`config.mk`:
```
export PLATFORM = sky130hd
export DESIGN_NAME = dma_page_xlat
export DESIGN_NICKNAME = d
export VERILOG_FILES = /design/src/rtl/dma_xlat_pkg.sv /design/src/rtl/xlat_regs.sv /design/src/rtl/xlat_check.sv /design/src/rtl/xlat_fsm.sv /design/src/rtl/dma_page_xlat.sv
export SDC_FILE = /design/constraint.sdc
export NUM_CORES = 1
export LEC_CHECK = 0
export BUFFER_PORTS_ARGS = -buffer_cell sky130_fd_sc_hd__clkbuf_2
export CAP_MARGIN = 20
export CELL_PAD_IN_SITES_DETAIL_PLACEMENT = 1
export CELL_PAD_IN_SITES_GLOBAL_PLACEMENT = 1
export CORE_MARGIN = 1.5
export CORE_UTILIZATION = 39
export DETAILED_ROUTE_END_ITERATION = 6
export MAX_ROUTING_LAYER = met4
export PLACE_DENSITY_LB_ADDON = 0.1
export SLEW_MARGIN = 20
export SYNTH_ARGS = -nofsm -noshare
export SYNTH_HDL_FRONTEND = slang
export SYNTH_SLANG_ARGS = --single-unit
```
`constraint.sdc`:
```
create_clock -name clk -period 4.7 [get_ports clk]
set_clock_uncertainty 0.15 [all_clocks]
set_input_delay 0.47 -clock clk [delete_from_list [all_inputs] [get_ports clk]]
set_output_delay 0.47 -clock clk [all_outputs]
set_load 0.01 [all_outputs]
```
`src/rtl/dma_xlat_pkg.sv`:
```
package dma_xlat_pkg;

    localparam int AW          = 32;
    localparam int PAGE_BITS_D = 12;
    localparam int SLOT_SHIFT  = 3;
    localparam int SLOT_W      = 64;
    localparam int REG_AW_D    = 8;

    localparam logic [REG_AW_D-1:0] OFS_BASE  = 8'h18;
    localparam logic [REG_AW_D-1:0] OFS_LIMIT = 8'h20;
    localparam logic [REG_AW_D-1:0] OFS_INVAL = 8'h28;

    typedef enum logic [1:0] {
        ST_IDLE,
        ST_FETCH,
        ST_WAIT,
        ST_RESP
    } xlat_state_e;

    typedef struct packed {
        logic [AW-1:0] paddr;
        logic          fault;
    } xlat_result_t;

    localparam xlat_result_t RES_FAULT = '{paddr: '0, fault: 1'b1};

    function automatic logic [AW-1:0] clear_top(input logic [AW-1:0] v);
        logic [AW-1:0] m;
        m = '1;
        m[AW-1] = 1'b0;
        return v & m;
    endfunction

endpackage

```
`src/rtl/xlat_regs.sv`:
```
module xlat_regs
    import dma_xlat_pkg::*;
#(
    parameter int REG_AW = REG_AW_D
) (
    input  logic              clk,
    input  logic              rst,
    input  logic              wr_en,
    input  logic [REG_AW-1:0] addr,
    input  logic [AW-1:0]     wdata,
    output logic [AW-1:0]     rdata,
    output logic [AW-1:0]     base_o,
    output logic [AW-1:0]     limit_o
);

    logic [AW-1:0] base_q;
    logic [AW-1:0] limit_q;

    always_ff @(posedge clk) begin
        if (rst) begin
            base_q  <= '0;
            limit_q <= '0;
        end else if (wr_en) begin
            if (addr == REG_AW'(OFS_BASE))
                base_q <= wdata;
            else if (addr == REG_AW'(OFS_LIMIT))
                limit_q <= wdata;
        end
    end

    always_comb begin
        if (addr == REG_AW'(OFS_BASE))
            rdata = base_q;
        else if (addr == REG_AW'(OFS_LIMIT))
            rdata = limit_q;
        else
            rdata = '0;
    end

    assign base_o  = base_q;
    assign limit_o = limit_q;

    p_inval_no_effect_r7: assert property (@(posedge clk) disable iff (rst)
        (wr_en && addr == REG_AW'(OFS_INVAL)) |=> ($stable(base_q) && $stable(limit_q)));

    p_reset_clear_r9: assert property (@(posedge clk) disable iff (rst)
        $past(rst) |-> (base_q == '0 && limit_q == '0));

endmodule

```
`src/rtl/xlat_check.sv`:
```
module xlat_check
    import dma_xlat_pkg::*;
#(
    parameter int PAGE_BITS = PAGE_BITS_D
) (
    input  logic [AW-1:0] req_addr,
    input  logic [AW-1:0] base,
    input  logic [AW-1:0] limit,
    output logic          in_range,
    output logic [AW-1:0] slot_addr
);

    localparam int IDX_W = AW - PAGE_BITS;

    logic [IDX_W-1:0] page_idx;
    logic [AW-1:0]    idx_ext;
    logic [AW-1:0]    slot_count;
    logic [AW-1:0]    slot_ofs;

    always_comb begin
        page_idx   = req_addr[AW-1:PAGE_BITS];
        idx_ext    = AW'(page_idx);
        slot_count = limit >> SLOT_SHIFT;
        in_range   = idx_ext < slot_count;
        slot_ofs   = idx_ext << SLOT_SHIFT;
        slot_addr  = clear_top(base) + slot_ofs;
    end

    logic unused_low;
    assign unused_low = ^req_addr[PAGE_BITS-1:0];

endmodule

```
`src/rtl/xlat_fsm.sv`:
```
module xlat_fsm
    import dma_xlat_pkg::*;
#(
    parameter int PAGE_BITS = PAGE_BITS_D
) (
    input  logic                 clk,
    input  logic                 rst,
    input  logic                 req_valid,
    output logic                 req_ready,
    input  logic [PAGE_BITS-1:0] req_offset,
    input  logic                 in_range,
    input  logic [AW-1:0]        slot_addr,
    output logic                 mem_req_valid,
    input  logic                 mem_req_ready,
    output logic [AW-1:0]        mem_req_addr,
    input  logic                 mem_rsp_valid,
    input  logic [SLOT_W-1:0]    mem_rsp_data,
    input  logic                 mem_rsp_err,
    output logic                 rsp_valid,
    input  logic                 rsp_ready,
    output logic [AW-1:0]        rsp_paddr,
    output logic                 rsp_fault
);

    xlat_state_e          state_q;
    logic [PAGE_BITS-1:0] ofs_q;
    logic [AW-1:0]        slot_q;
    xlat_result_t         res_q;
    xlat_result_t         hit_res;

    always_comb begin
        hit_res.paddr = {mem_rsp_data[AW-1:PAGE_BITS], ofs_q};
        hit_res.fault = 1'b0;
    end

    always_ff @(posedge clk) begin
        if (rst) begin
            state_q <= ST_IDLE;
            ofs_q   <= '0;
            slot_q  <= '0;
            res_q   <= '0;
        end else begin
            unique case (state_q)
                ST_IDLE: if (req_valid) begin
                    ofs_q  <= req_offset;
                    slot_q <= slot_addr;
                    if (in_range) begin
                        state_q <= ST_FETCH;
                    end else begin
                        res_q   <= RES_FAULT;
                        state_q <= ST_RESP;
                    end
                end
                ST_FETCH: if (mem_req_ready) state_q <= ST_WAIT;
                ST_WAIT: if (mem_rsp_valid) begin
                    res_q   <= mem_rsp_err ? RES_FAULT : hit_res;
                    state_q <= ST_RESP;
                end
                ST_RESP: if (rsp_ready) state_q <= ST_IDLE;
                default: state_q <= ST_IDLE;
            endcase
        end
    end

    assign req_ready     = (state_q == ST_IDLE);
    assign mem_req_valid = (state_q == ST_FETCH);
    assign mem_req_addr  = slot_q;
    assign rsp_valid     = (state_q == ST_RESP);
    assign rsp_paddr     = res_q.paddr;
    assign rsp_fault     = res_q.fault;

    logic unused_owner;
    assign unused_owner = ^{mem_rsp_data[SLOT_W-1:AW], mem_rsp_data[PAGE_BITS-1:0]};

    p_rsp_hold_r8: assert property (@(posedge clk) disable iff (rst)
        (rsp_valid && !rsp_ready) |=> (rsp_valid && $stable(rsp_paddr) && $stable(rsp_fault)));

    p_busy_r8: assert property (@(posedge clk) disable iff (rst)
        (rsp_valid || mem_req_valid) |-> !req_ready);

    p_mem_hold_r10: assert property (@(posedge clk) disable iff (rst)
        (mem_req_valid && !mem_req_ready) |=> (mem_req_valid && $stable(mem_req_addr)));

    p_fault_zero_r6: assert property (@(posedge clk) disable iff (rst)
        (rsp_valid && rsp_fault) |-> (rsp_paddr == '0));

    p_no_rsp_in_fetch_r3: assert property (@(posedge clk) disable iff (rst)
        mem_req_valid |-> !rsp_valid);

    p_offset_kept_r1: assert property (@(posedge clk) disable iff (rst)
        (rsp_valid && !rsp_fault) |-> (rsp_paddr[PAGE_BITS-1:0] == ofs_q));

endmodule

```
`src/rtl/dma_page_xlat.sv`:
```
module dma_page_xlat
    import dma_xlat_pkg::*;
#(
    parameter int PAGE_BITS = PAGE_BITS_D,
    parameter int REG_AW    = REG_AW_D
) (
    input  logic              clk,
    input  logic              rst,
    input  logic              reg_wr_en,
    input  logic [REG_AW-1:0] reg_addr,
    input  logic [31:0]       reg_wdata,
    output logic [31:0]       reg_rdata,
    input  logic              req_valid,
    output logic              req_ready,
    input  logic [31:0]       req_addr,
    output logic              rsp_valid,
    input  logic              rsp_ready,
    output logic [31:0]       rsp_paddr,
    output logic              rsp_fault,
    output logic              mem_req_valid,
    input  logic              mem_req_ready,
    output logic [31:0]       mem_req_addr,
    input  logic              mem_rsp_valid,
    input  logic [63:0]       mem_rsp_data,
    input  logic              mem_rsp_err
);

    logic [AW-1:0] base_w;
    logic [AW-1:0] limit_w;
    logic          in_range_w;
    logic [AW-1:0] slot_addr_w;

    xlat_regs #(.REG_AW(REG_AW)) u_regs (
        .clk     (clk),
        .rst     (rst),
        .wr_en   (reg_wr_en),
        .addr    (reg_addr),
        .wdata   (reg_wdata),
        .rdata   (reg_rdata),
        .base_o  (base_w),
        .limit_o (limit_w)
    );

    xlat_check #(.PAGE_BITS(PAGE_BITS)) u_check (
        .req_addr  (req_addr),
        .base      (base_w),
        .limit     (limit_w),
        .in_range  (in_range_w),
        .slot_addr (slot_addr_w)
    );

    xlat_fsm #(.PAGE_BITS(PAGE_BITS)) u_fsm (
        .clk           (clk),
        .rst           (rst),
        .req_valid     (req_valid),
        .req_ready     (req_ready),
        .req_offset    (req_addr[PAGE_BITS-1:0]),
        .in_range      (in_range_w),
        .slot_addr     (slot_addr_w),
        .mem_req_valid (mem_req_valid),
        .mem_req_ready (mem_req_ready),
        .mem_req_addr  (mem_req_addr),
        .mem_rsp_valid (mem_rsp_valid),
        .mem_rsp_data  (mem_rsp_data),
        .mem_rsp_err   (mem_rsp_err),
        .rsp_valid     (rsp_valid),
        .rsp_ready     (rsp_ready),
        .rsp_paddr     (rsp_paddr),
        .rsp_fault     (rsp_fault)
    );

endmodule

```
==> flow_summary_export.csv <==
group,metric,value,unit
floorplan,rows,49,
sta,rsz0062_at_grt,"false",
route,first_pass_iters,5,
yosys,async_reset_ff_share,0,%
grt,grt_pass1_wl,35200,um
route,postRouteAntennaNets,0,
worst_setup_path,rr_worst_depth,9,
min_path,hold_depth,3,
route,routed_wl,21600,um
worst_setup_path,worst_ep_arrival_time,3.09,ns
cts,cts_resized,0,
floorplan,dieHeight,138,um
worst_setup_path,cpLargestDelayFamily,"compound AO/OA/AOI/OAI gates",
finish,drive_above_1_share,27.2,%
finish,syn2layout_area_growth,23.7,%
worst_setup_path,reg2reg_setup_slack,1.80,ns
run,maxCapViolCount,0,
floorplan,pin_count,244,
route,num_vias,6751,
floorplan,die_w,138,um
worst_setup_path,r2r_end,"u_fsm.mem_req_addr[19]",
finish,diodes,0,
yosys,synth-edff-count,0,
min_path,hp-start,"req_addr[1]",
placement,dpl.cell_count,1240,
min_path,holdCritPathClass,"in -> reg",
run_status,status,"finished, final reports clean",
placement,io_buffers,199,
floorplan,die_area,19100,um2
placement,place_congestion,0.794,
route,wl_per_cell,17.0,um
yosys,synth_flop_cell,"dfxtp_1",
floorplan,core-area,18000,um2
min_path,min_to,"u_fsm.ofs_q[1]",
sta,drv_slew,0,
cts,clockBufferDepth,2,
finish,fin_nets,1218,
yosys,syn_inst,858,
cts,clock_sinks,143,
floorplan,initial_core_util,39.7,%
cts,cts_buffers,17,
sta,fmax,345,MHz
cts,cts_max_level,4,
cts,root_buffer,"clkbuf_16",
sta,relSlewSlack,33.9,%
worst_setup_path,crit_required,4.89,ns
yosys,synth_area,7120,um2
power_and_ir_drop,ir_drop,0.223,mV
worst_setup_path,crit_path_start_kind,"flop",
sta,period_share,61.6,%
grt,grt_start_max_net_pins,62,
yosys,ys_ff_latch,143,
grt,overflow,0,
worst_setup_path,cpMaxStageDelayCell,"a221oi_1",
grt,grt_pass1_vias,6730,
worst_setup_path,critPathKind,"reg -> reg",
finish,fin_cells,1272,
sta,period_needed,2.90,ns
cts,hold_buffers,0,
placement,dp_hpwl,15500,um
yosys,ys_top_cells_by_area,"dfxtp_1 40%, nand2_1 11%, a21oi_1 8.3%",
cts,insertion_delay,0.43,ns
sta,worst_pin_slew,0.988,ns
worst_setup_path,slowest_delay,0.51,ns
route,drc_errors,0,
route,via_per_inst,5.31,
cts,cts_tree,"yes",
finish,layout_commonest_cell,"nand2_1",
power_and_ir_drop,powerDensity,376,nW/um2
grt,grt_usage,23.3,%
worst_setup_path,rr_startpoint,"u_regs.base_o[3]",
sta,final-setup-viol-count,0,
yosys,yosysTopAreaCellShare,40.2,%
route,drt_iter0_drc,254,
power_and_ir_drop,power_leakage,3.78,nW
yosys,yosys.area.top_type,"dfxtp_1",
worst_setup_path,crit_path_end_kind,"flop",
sta,finalHoldViolations,0,
yosys,synth.avg_cell_area,8.30,um2
finish,layout_common_cells,"205 x nand2_1, 198 x clkbuf_2, 143 x dfxtp_1",
worst_setup_path,cp_max_fo,3,
grt,antenna_found_initial,0,
cts,clkTransAtPathRegs,0.06,ns
yosys,ys_types,62,
yosys,yosys_warnings,0,
cts,post_cts_buffers,0,
yosys,synth_nets,1046,
yosys,ys_seq_area_share,40.2,%
sta,tns,0,ns
worst_setup_path,critPathBufInv,0,
worst_setup_path,path_cells,"ha_1 -> fa_1 -> a21o_1 -> a221oi_1 -> o21ai_0 -> a31oi_1 -> xnor2_1 -> nand2_1 -> a21oi_1",
[logic make-up after synthesis]
family                   after synthesis  share of synthesized area, %
AND/OR/NAND/NOR                      306                          19.0
AO/OA/AOI/OAI                        262                          25.3
flip-flops                           143                          40.2
buffers and inverters                 85                          5.41
adder cells (fa/ha/maj)               44                          7.83
XOR/XNOR                              14                          1.72
multiplexers                           4                         0.562
[report_power, final]
part           leakage [nW]  switching [mW]  internal, mW
Clock                 0.269           0.557         0.815
Combinational          2.35           0.379         0.210
Sequential             1.16          0.0482          1.30
[registers in the layout, indices dropped and copies added (netlist names)]
| name | flops |
|---|---|
| u_fsm.ofs_q | 12 |
| u_fsm.mem_req_addr | 32 |
| u_fsm.rsp_paddr | 32 |
| u_fsm.rsp_fault | 1 |
| u_regs.base_o | 32 |
| u_regs.limit_o | 32 |
| u_fsm.state_q | 2 |
[worst reg2reg max path, stage by stage, from the launching register on]
cell and delay [ns]:
dfxtp_1 0.33, ha_1 0.22, fa_1 0.43, a21o_1 0.25, a221oi_1 0.51, o21ai_0 0.26
a31oi_1 0.27, xnor2_1 0.16, nand2_1 0.07, a21oi_1 0.17
[synth_stat cells (all sizes together) (18+ instances only)]
cell and number:
a21o 18, a21oi 121, a22o 64, clkbuf 42
dfxtp 143, ha 43, inv 29, nand2 206
nand3 19, nor2 21, nor3 18, o21ai 20
[routing by layer]
layer  share of wire, %  GRT usage (%)  up-vias
li1                   -              -     3372
met1                 50           31.9     3204
met2                 45           36.1      164
met3                4.3           3.91       11
met4               0.79           5.60        0
met5                  0              -        -
[how the worst max path moves through the flow]
stage                          start                endpoint  slack, ns  cells after the start
floorplan               req_addr[12]  u_fsm.mem_req_addr[23]       2.11                      9
global placement        req_addr[12]  u_fsm.mem_req_addr[23]       1.60                     10
detailed placement      req_addr[12]  u_fsm.mem_req_addr[23]       1.57                     10
CTS                 u_regs.base_o[3]  u_fsm.mem_req_addr[19]       1.79                      9
global route        u_regs.base_o[3]  u_fsm.mem_req_addr[19]       1.57                      9
finish              u_regs.base_o[3]  u_fsm.mem_req_addr[19]       1.80                      9
[through the flow]
stage	area, um2	worst slack [ns]	power (mW)	utilization, %	hold slack [ns]
finish	8810	1.80	3.31	49.1	0.115
global route	8810	1.57	3.47	49.1	0.0994
CTS	8810	1.79	3.36	49.1	0.0986
detailed placement	8220	1.57	1.97	45.8	0.295
global placement	8220	1.60	1.96	45.8	0.290
floorplan	7120	2.11	1.75	-	0.286
[final cells by class]
type / instances / area [um2]
Fill cell: 2274 / 9150
Sequential cell: 143 / 2860
Clock inverter: 11 / 131
Tap cell: 229 / 287
Multi-Input combinational cell: 630 / 3890
Clock buffer: 21 / 460
Timing Repair Buffer: 208 / 1070
Inverter: 30 / 113
Note: power is estimated with default switching activity, not from simulation.
